## src/rtl/serial_cmd_bcast.sv

```systemverilog
module serial_cmd_bcast #(
  parameter int N_CMD    = 8,
  parameter int HALF_DIV = 2,
  localparam int IW = $clog2((2 * N_CMD > 8) ? 2 * N_CMD : 8),
  localparam int DW = $clog2(2 * HALF_DIV)
) (
  input  logic          clk,
  input  logic          rst_n,
  input  logic          host_wr,
  input  logic [1:0]    host_space,
  input  logic [IW-1:0] host_addr,
  input  logic [7:0]    host_wdata,
  output logic          host_ready,
  output logic [7:0]    status,
  output logic          sclk,
  output logic          sdata,
  output logic          reg_strobe,
  output logic          disp_cs_n
);

  localparam logic [IW-1:0] D_LIMIT  = IW'(N_CMD);
  localparam logic [IW-1:0] D_LASTB  = IW'(2 * N_CMD - 1);
  localparam logic [IW-1:0] C_LASTB  = IW'(6);
  localparam logic [DW-1:0] HALF_END = DW'(HALF_DIV - 1);
  localparam logic [DW-1:0] STRB_END = DW'(2 * HALF_DIV - 1);

  typedef enum logic [1:0] {ST_IDLE, ST_SHIFT, ST_STRB} st_t;

  logic [7:0] d_hi  [2**(IW-1)];
  logic [7:0] d_lo  [2**(IW-1)];
  logic [7:0] c_ram [2**IW];

  st_t           state;
  logic          mode_d, pend_d, pend_c, phase, sclk_q;
  logic [IW-1:0] bidx;
  logic [2:0]    bpos;
  logic [DW-1:0] dcnt;

  logic d_busy, c_busy, acc, d_ok, c_ok, trig_d, trig_c, start_d, start_c, last_bit;
  logic [7:0] cur_byte;

  assign d_busy = (state == ST_SHIFT) && mode_d;
  assign c_busy = ((state == ST_SHIFT) && !mode_d) || (state == ST_STRB);

  assign host_ready = !((!host_space[1] && d_busy) ||
                        (host_space == 2'b10 && state == ST_SHIFT && !mode_d));
  assign acc    = host_wr && host_ready;
  assign d_ok   = host_addr < D_LIMIT;
  assign c_ok   = host_addr <= C_LASTB;
  assign trig_d = acc && host_space == 2'b01 && d_ok;
  assign trig_c = acc && host_space == 2'b10 && host_addr == C_LASTB;

  assign start_d = (state == ST_IDLE) && pend_d;
  assign start_c = (state == ST_IDLE) && !pend_d && pend_c;

  assign cur_byte = mode_d ? (bidx[0] ? d_lo[bidx[IW-1:1]] : d_hi[bidx[IW-1:1]])
                           : c_ram[bidx];
  assign last_bit = (bpos == 3'd0) && (bidx == (mode_d ? D_LASTB : C_LASTB));

  assign sclk       = sclk_q;
  assign sdata      = (state == ST_SHIFT) ? cur_byte[bpos] : 1'b0;
  assign reg_strobe = (state == ST_STRB);
  assign disp_cs_n  = !d_busy;
  assign status     = {1'b0, d_busy, c_busy, 5'b0};

  always_ff @(posedge clk) begin
    if (acc) begin
      if (host_space == 2'b00 && d_ok) d_hi[host_addr[IW-2:0]] <= host_wdata;
      if (host_space == 2'b01 && d_ok) d_lo[host_addr[IW-2:0]] <= host_wdata;
      if (host_space == 2'b10 && c_ok) c_ram[host_addr]        <= host_wdata;
    end
  end

  always_ff @(posedge clk or negedge rst_n) begin
    if (!rst_n) begin
      state  <= ST_IDLE;
      mode_d <= 1'b0;
      pend_d <= 1'b0;
      pend_c <= 1'b0;
      phase  <= 1'b0;
      sclk_q <= 1'b1;
      bidx   <= '0;
      bpos   <= 3'd7;
      dcnt   <= '0;
    end else begin
      pend_d <= (pend_d && !start_d) || trig_d;
      pend_c <= (pend_c && !start_c) || trig_c;
      case (state)
        ST_IDLE: begin
          if (pend_d || pend_c) begin
            state  <= ST_SHIFT;
            mode_d <= pend_d;
            bidx   <= '0;
            bpos   <= 3'd7;
            dcnt   <= '0;
            phase  <= 1'b0;
            sclk_q <= 1'b0;
          end
        end
        ST_SHIFT: begin
          if (dcnt == HALF_END) begin
            dcnt <= '0;
            if (!phase) begin
              sclk_q <= 1'b1;
              phase  <= 1'b1;
            end else if (last_bit) begin
              state <= mode_d ? ST_IDLE : ST_STRB;
            end else begin
              sclk_q <= 1'b0;
              phase  <= 1'b0;
              if (bpos == 3'd0) begin
                bpos <= 3'd7;
                bidx <= bidx + IW'(1);
              end else begin
                bpos <= bpos - 3'd1;
              end
            end
          end else begin
            dcnt <= dcnt + DW'(1);
          end
        end
        ST_STRB: begin
          if (dcnt == STRB_END) begin
            dcnt  <= '0;
            state <= ST_IDLE;
          end else begin
            dcnt <= dcnt + DW'(1);
          end
        end
        default: state <= ST_IDLE;
      endcase
    end
  end

endmodule

```

## config.mk

```make
export PLATFORM = sky130hd
export DESIGN_NAME = serial_cmd_bcast
export DESIGN_NICKNAME = d
export VERILOG_FILES = /design/src/rtl/serial_cmd_bcast.sv
export SDC_FILE = /design/constraint.sdc
export NUM_CORES = 1
export LEC_CHECK = 0
export CAP_MARGIN = 20
export CORE_ASPECT_RATIO = 0.7
export CORE_MARGIN = 2
export CORE_UTILIZATION = 61
export CTS_BUF_LIST = sky130_fd_sc_hd__clkbuf_16
export DETAILED_ROUTE_END_ITERATION = 10
export GPL_ROUTABILITY_DRIVEN = 0
export HOLD_SLACK_MARGIN = 0.12
export PLACE_DENSITY = 0.79
export SETUP_SLACK_MARGIN = 0.3
export SYNTH_ARGS = -nofsm -noshare
export SYNTH_HDL_FRONTEND = slang
export SYNTH_SLANG_ARGS = --single-unit
```

## constraint.sdc

```tcl
create_clock -name clk -period 3.02 [get_ports clk]
set_input_delay 0.604 -clock clk [delete_from_list [all_inputs] [get_ports clk]]
set_output_delay 0.604 -clock clk [all_outputs]
set_load 0.05 [all_outputs]
```

==> results of run 1 <==
## worst max-delay path, cell delays in order (launching register included)
cell,delay (ns)
dfrtp_4,0.50
mux4_2,0.54
mux2_2,0.27
or4_1,0.43
o311ai_2,0.11
nor4b_2,0.10
o32a_4,0.35
buf_6,0.16
## timing repair
item,in CTS,in global routing
pin swaps,0,0
endpoints found under the setup margin,3,6
gates resized for setup,6,11
setup buffers,2,0
## report_power, final
group / leakage, nW / internal [mW] / switching [mW]
registers: 2.55 / 4.22 / 0.0273
clock network: 0.417 / 1.85 / 1.36
logic: 1.66 / 0.0652 / 0.126
total: 4.62 / 6.14 / 1.51
## final cells by class
class,count,area (µm²),share of cell area
multi-input combinational,358,3085,0.2330
inverter,15,56.30,0.004251
clock buffer,25,625.6,0.04724
tap,236,295.3,0.02230
sequential,272,8100,0.6116
timing repair buffer,92,874.6,0.06604
clock inverter,21,206.4,0.01559
## flip-flops by register name, indices dropped and copies added (netlist names)
signal	cells
c_ram	128
phase	1
pend_c	1
mode_d	1
pend_d	1
d_lo	64
bpos	3
bidx	4
sclk	1
state	2
dcnt	2
d_hi	64
## metal layers
metal / part of all wire / vias to the layer above / global-route usage
met5: 0 / - / 0
met4: 0.026 / 0 / 0.05632
met3: 0.099 / 61 / 0.05180
met2: 0.45 / 346 / 0.3992
met1: 0.42 / 3081 / 0.3958
li1: - / 2653 / -
## per-stage QoR
step,instances,hold slack [ns]
finish,1019,0.4820
global route,1019,0.5235
CTS,1019,0.4795
detailed placement,971,0.4693
global placement,971,0.4627
floorplan,680,0.3084
## cell usage in the layout, fill, tap and decap left out, types with 12 or more instances in the layout
| cell | instances |
|---|---|
| nand2_1 | 36 |
| edfxtp_1 | 256 |
| nand3_1 | 12 |
| conb_1 | 78 |
| mux4_2 | 59 |
| buf_4 | 58 |
| inv_1 | 18 |
| clkdlybuf4s50_1 | 18 |
| mux2i_1 | 21 |
| clkbuf_16 | 25 |
| nor2_1 | 40 |
## cells in the mapped netlist (6+ instances only)
cell / instances
nor2b_1: 6
nor2_1: 40
dfrtp_1: 12
o21ai_0: 8
nand2_1: 36
o22ai_1: 6
mux4_2: 58
buf_4: 14
ha_1: 9
inv_1: 14
buf_2: 8
nand3_1: 12
mux2i_1: 21
edfxtp_1: 256
a21oi_1: 9
clkbuf_1: 8
## final timing paths
check	to	slack (ns)
worst max-delay path	sdata	-0.59
worst min-delay path	sclk	0.48
worst max register to register	state[0]	0.42
worst min register to register	sclk	0.48
max in group asynchronous	bidx[1]	1.92
min in group asynchronous	state[0]	0.52
## kinds of logic after synthesis
| kind of cell | synth area share |
|---|---|
| flops | 0.7285 |
| simple gates | 0.05441 |
| mux | 0.1440 |
| compound gates | 0.03740 |
| buf+inv | 0.02523 |
| fa+ha+maj | 0.01014 |
| other cells | 0.0003376 |
==> flow_summary.yaml, run 1 <==
global_route:
  track_usage: 0.2590
  grt_pass1_vias: 6123
  grt_pass1_wl_um: 35960
  antenna_found_initial: 0
  grt_max_degree: 33
  overflow: 0
routing:
  num_vias: 6141
  wirelength_um: 24080
  wl_per_cell_um: 23.63
  drtAntennaViolNets: 0
  drt_iter0_drc: 947
  first_pass_iters: 6
  avgViaCountPerCell: 6.026
  drc_errors: 0
power:
  p_leak_nw: 4.623
  power.density_nw_per_um2: 577.5
  power.total_mw: 7.649
  ir_drop_v: 0.0005716
critical_path:
  crit_start: "bidx[1]"
  crit_fanout: 5
  r2r-start: "bidx[0]"
  critPathKind: "reg2out"
  cp.required_ns: 2.42
  critPathArrivalTime_ns: 3.01
  critPathLaunchType: "flop"
  r2r_cells: 8
  cp-end-kind: "output port"
final_layout:
  stdcell_area_um2: 13240
  diodes: 0
  layout.nets: 790
  layout-drive-gt1-share: 0.2465
  syn_to_final_growth_pct: 19.23
  final_util: 0.7397
  fillers: 1003
sta:
  rsz0062_at_grt: "true"
  maxSlewViolCount: 0
  timing.fmax_ghz: 0.2767
  slew-limit-headroom: 0.4758
  skew_ns: 0.01330
  finalSetupViolCount: 1
  setup_tns_ns: -0.5936
  timing.final.ws_setup_ns: -0.5936
  period_share: 1.197
  fin_crit_ns: 3.614
  hold_viol: 0
  tightest_slew_ns: 0.7838
cts:
  htreeDepth: 1
  root_buffer: "clkbuf_16"
  cts_buffers: 25
  hold_buffers: 0
  cts_num_sinks: 272
  clk_pin_slew_ns: 0.07
  clockBufferDepth: 3
  cts_tree: "yes"
  clk_latency_ns: 0.53
synth:
  synth_top_area_cell: "edfxtp_1"
  synth_seq_area_share: 0.7285
  synth_area_um2: 11110
  netlist.area_leader.share: 0.6920
  yosysUniqueCellTypes: 60
  synth_ff_type: "edfxtp_1"
  syn_inst: 603
  ys_warn_count: 0
  post_synth.cell_area_avg_um2: 18.42
  async_flop_share: 0.05882
  synthTopCellsByArea: "edfxtp_1, mux4_2, dfrtp_1, mux2i_1, nor2_1"
  ys_ff_latch: 272
  synth_edf_count: 256
flow_run:
  cap_violations: 0
worst_hold_path:
  min_from: "sclk"
  hp-class: "reg2reg"
  hold_depth: 2
floorplan:
  rows: 41
  die_area_um2: 19320
  initial_core_util: 0.6204
  core-area_um2: 17900
  io_pins: 30
  die_w_um: 165.3
  fp.dieH_um: 116.9
status:
  violations: "negative setup slack"
  status: "complete, but fails checks"
placement:
  placed_area_um2: 12340
  place_hpwl_um: 15310
  port_buffers: 23
  dpl_worst_slack_ns: -0.1146
Power figures use the tool's default switching activity.
==> run 2, diff against run 1 <==
- GPL_ROUTABILITY_DRIVEN: 0 -> default
==> run 2 against run 1 <==
Compared with the run above: the run still ends with negative setup slack left; via count fell by 0.21%; die area did not move; largest cell class unchanged; maximum frequency shrank 1.5%; total power rose by 1.6%; combinational power rose by 2%; routed wire length is 1.5% higher; clock power up 3%; setup slack got worse by 0.056 ns; critical path type unchanged; largest power group unchanged; critical path depth unchanged; highest routed layer unchanged.
==> flow_summary.yaml, run 2 (synthesis results as in run 1) <==
final_layout:
  final_common_cell: "edfxtp_1"
  largest_reg_flops: 128
  regMostFlops: "c_ram"
  syn_to_final_growth_pct: 20.85
  layout-drive-gt1-share: 0.2573
  layout.nets: 796
  final_util: 0.7498
  regArea_um2: 8102
  stdcell_area_um2: 13420
  diodes: 0
  final_cell_mix: "edfxtp_1, conb_1, buf_4, mux4_2, nor2_1"
  fillers: 1021
  multi_input_area_um2: 3149
critical_path:
  cp.required_ns: 2.42
  critPathKind: "reg2out"
  crit_fanout: 8
  cp-end-kind: "output port"
  crit_buf_inv: 1
  cp_top_family: "multiplexers"
  critPathMaxStageDelay_ns: 0.56
  crit_chain: "mux4_2 > mux2_2 > or4_4 > o311ai_2 > nor4b_2 > o32a_4 > buf_8"
  cpMaxStageDelayCell: "dfrtp_4"
  critPathArrivalTime_ns: 3.07
  critPathLaunchType: "flop"
cts:
  cts_tree: "yes"
  cts_num_sinks: 272
  clk_latency_ns: 0.54
  htreeDepth: 1
  cts_buffers: 26
  clockBufferDepth: 3
  clk_pin_slew_ns: 0.06
  root_buffer: "clkbuf_16"
global_route:
  track_usage: 0.2666
  use_met3: 0.06519
  met2_usage: 0.4142
  grt_pass1_wl_um: 36740
  met1_usage: 0.3924
  overflow: 0
  grt_pass1_vias: 6152
  antenna_found_initial: 0
  grt_max_degree: 33
  top_usage_layer: "met2"
sta:
  rsz0062_at_grt: "true"
  slew-limit-headroom: 0.4995
  maxSlewViolCount: 0
  hold_viol: 0
  tightest_slew_ns: 0.7484
  finalSetupViolCount: 1
  period_share: 1.215
  skew_ns: 0.01064
  timing.fmax_ghz: 0.2725
  timing.final.ws_setup_ns: -0.6495
  fin_crit_ns: 3.669
placement:
  placed_area_um2: 12320
  place_hpwl_um: 15560
  port_buffers: 23
  finalWeightedCongestion: 0.8898
routing:
  drtAntennaViolNets: 0
  wl_per_cell_um: 23.85
  drt_iter0_drc: 908
  num_vias: 6128
  avgViaCountPerCell: 5.979
  first_pass_iters: 5
  drc_errors: 0
  wirelength_um: 24450
status:
  status: "complete, but fails checks"
  violations: "negative setup slack"
floorplan:
  fp.dieH_um: 116.9
  io_pins: 30
  die_w_um: 165.3
  rows: 41
  initial_core_util: 0.6204
  core-area_um2: 17900
  die_area_um2: 19320
power:
  power.density_nw_per_um2: 578.9
  power.total_mw: 7.771
  p_leak_nw: 4.711
  ir_drop_v: 0.0004568
flow_run:
  cap_violations: 0
worst_hold_path:
  hp-class: "reg2reg"
==> run 2: final timing paths <==
path                         start  endpoint  slack [ns]  cells after the start
setup / recovery           bidx[1]     sdata       -0.65                      7
hold / removal                sclk      sclk        0.49                      2
setup reg to reg           bidx[0]  state[1]        0.53                      8
hold reg to reg               sclk      sclk        0.49                      2
max in group asynchronous    rst_n   bidx[0]        1.96                      1
min in group asynchronous    rst_n    pend_d        0.51                      1
==> run 2: per-layer routing <==
metal	part of all wire	vias up
li1	-	2674
met1	0.41	3089
met2	0.46	317
met3	0.11	48
met4	0.024	0
met5	0	-
==> run 2: power by group <==
group	internal, mW	switching [mW]	total [mW]	leakage, nW
Combinational	0.0663	0.130	0.196	1.71
Clock	1.98	1.34	3.32	0.454
Sequential	4.22	0.0280	4.25	2.55
==> run 2: timing repair <==
| item | CTS | global route |
|---|---|---|
| pin swaps | 1 | 3 |
| gates cloned | 1 | 0 |
| endpoints found under the hold margin | 0 | 0 |
| endpoints found under the setup margin | 4 | 128 |
| gates resized for setup | 11 | 24 |
| hold buffers | 0 | 0 |
| setup buffers | 5 | 2 |
==> run 2: final cells by class <==
class / instances / area share
inverter: 15 / 0.004194
sequential: 272 / 0.6035
multi-input combinational: 358 / 0.2346
clock buffer: 26 / 0.04847
timing repair buffer: 97 / 0.07056
clock inverter: 21 / 0.01668
tap: 236 / 0.02200
==> run 2: through the flow <==
| step | setup TNS (ns) | worst slack (ns) | std cells | hold slack (ns) |
|---|---|---|---|---|
| global placement | -0.1094 | -0.1094 | 970 | 0.4645 |
| global route | -0.6941 | -0.6941 | 1025 | 0.5056 |
| finish | -0.6495 | -0.6495 | 1025 | 0.4898 |
| CTS | -0.6654 | -0.6273 | 1023 | 0.4881 |
| floorplan | 0 | 0.1799 | 680 | 0.3084 |
| detailed placement | -0.4632 | -0.1608 | 970 | 0.4794 |
==> run 2: tightest hold or removal path, stage by stage (launching register included) <==
cell,delay [ns]
dfstp_2,0.37
nand2_1,0.05
o41ai_1,0.06
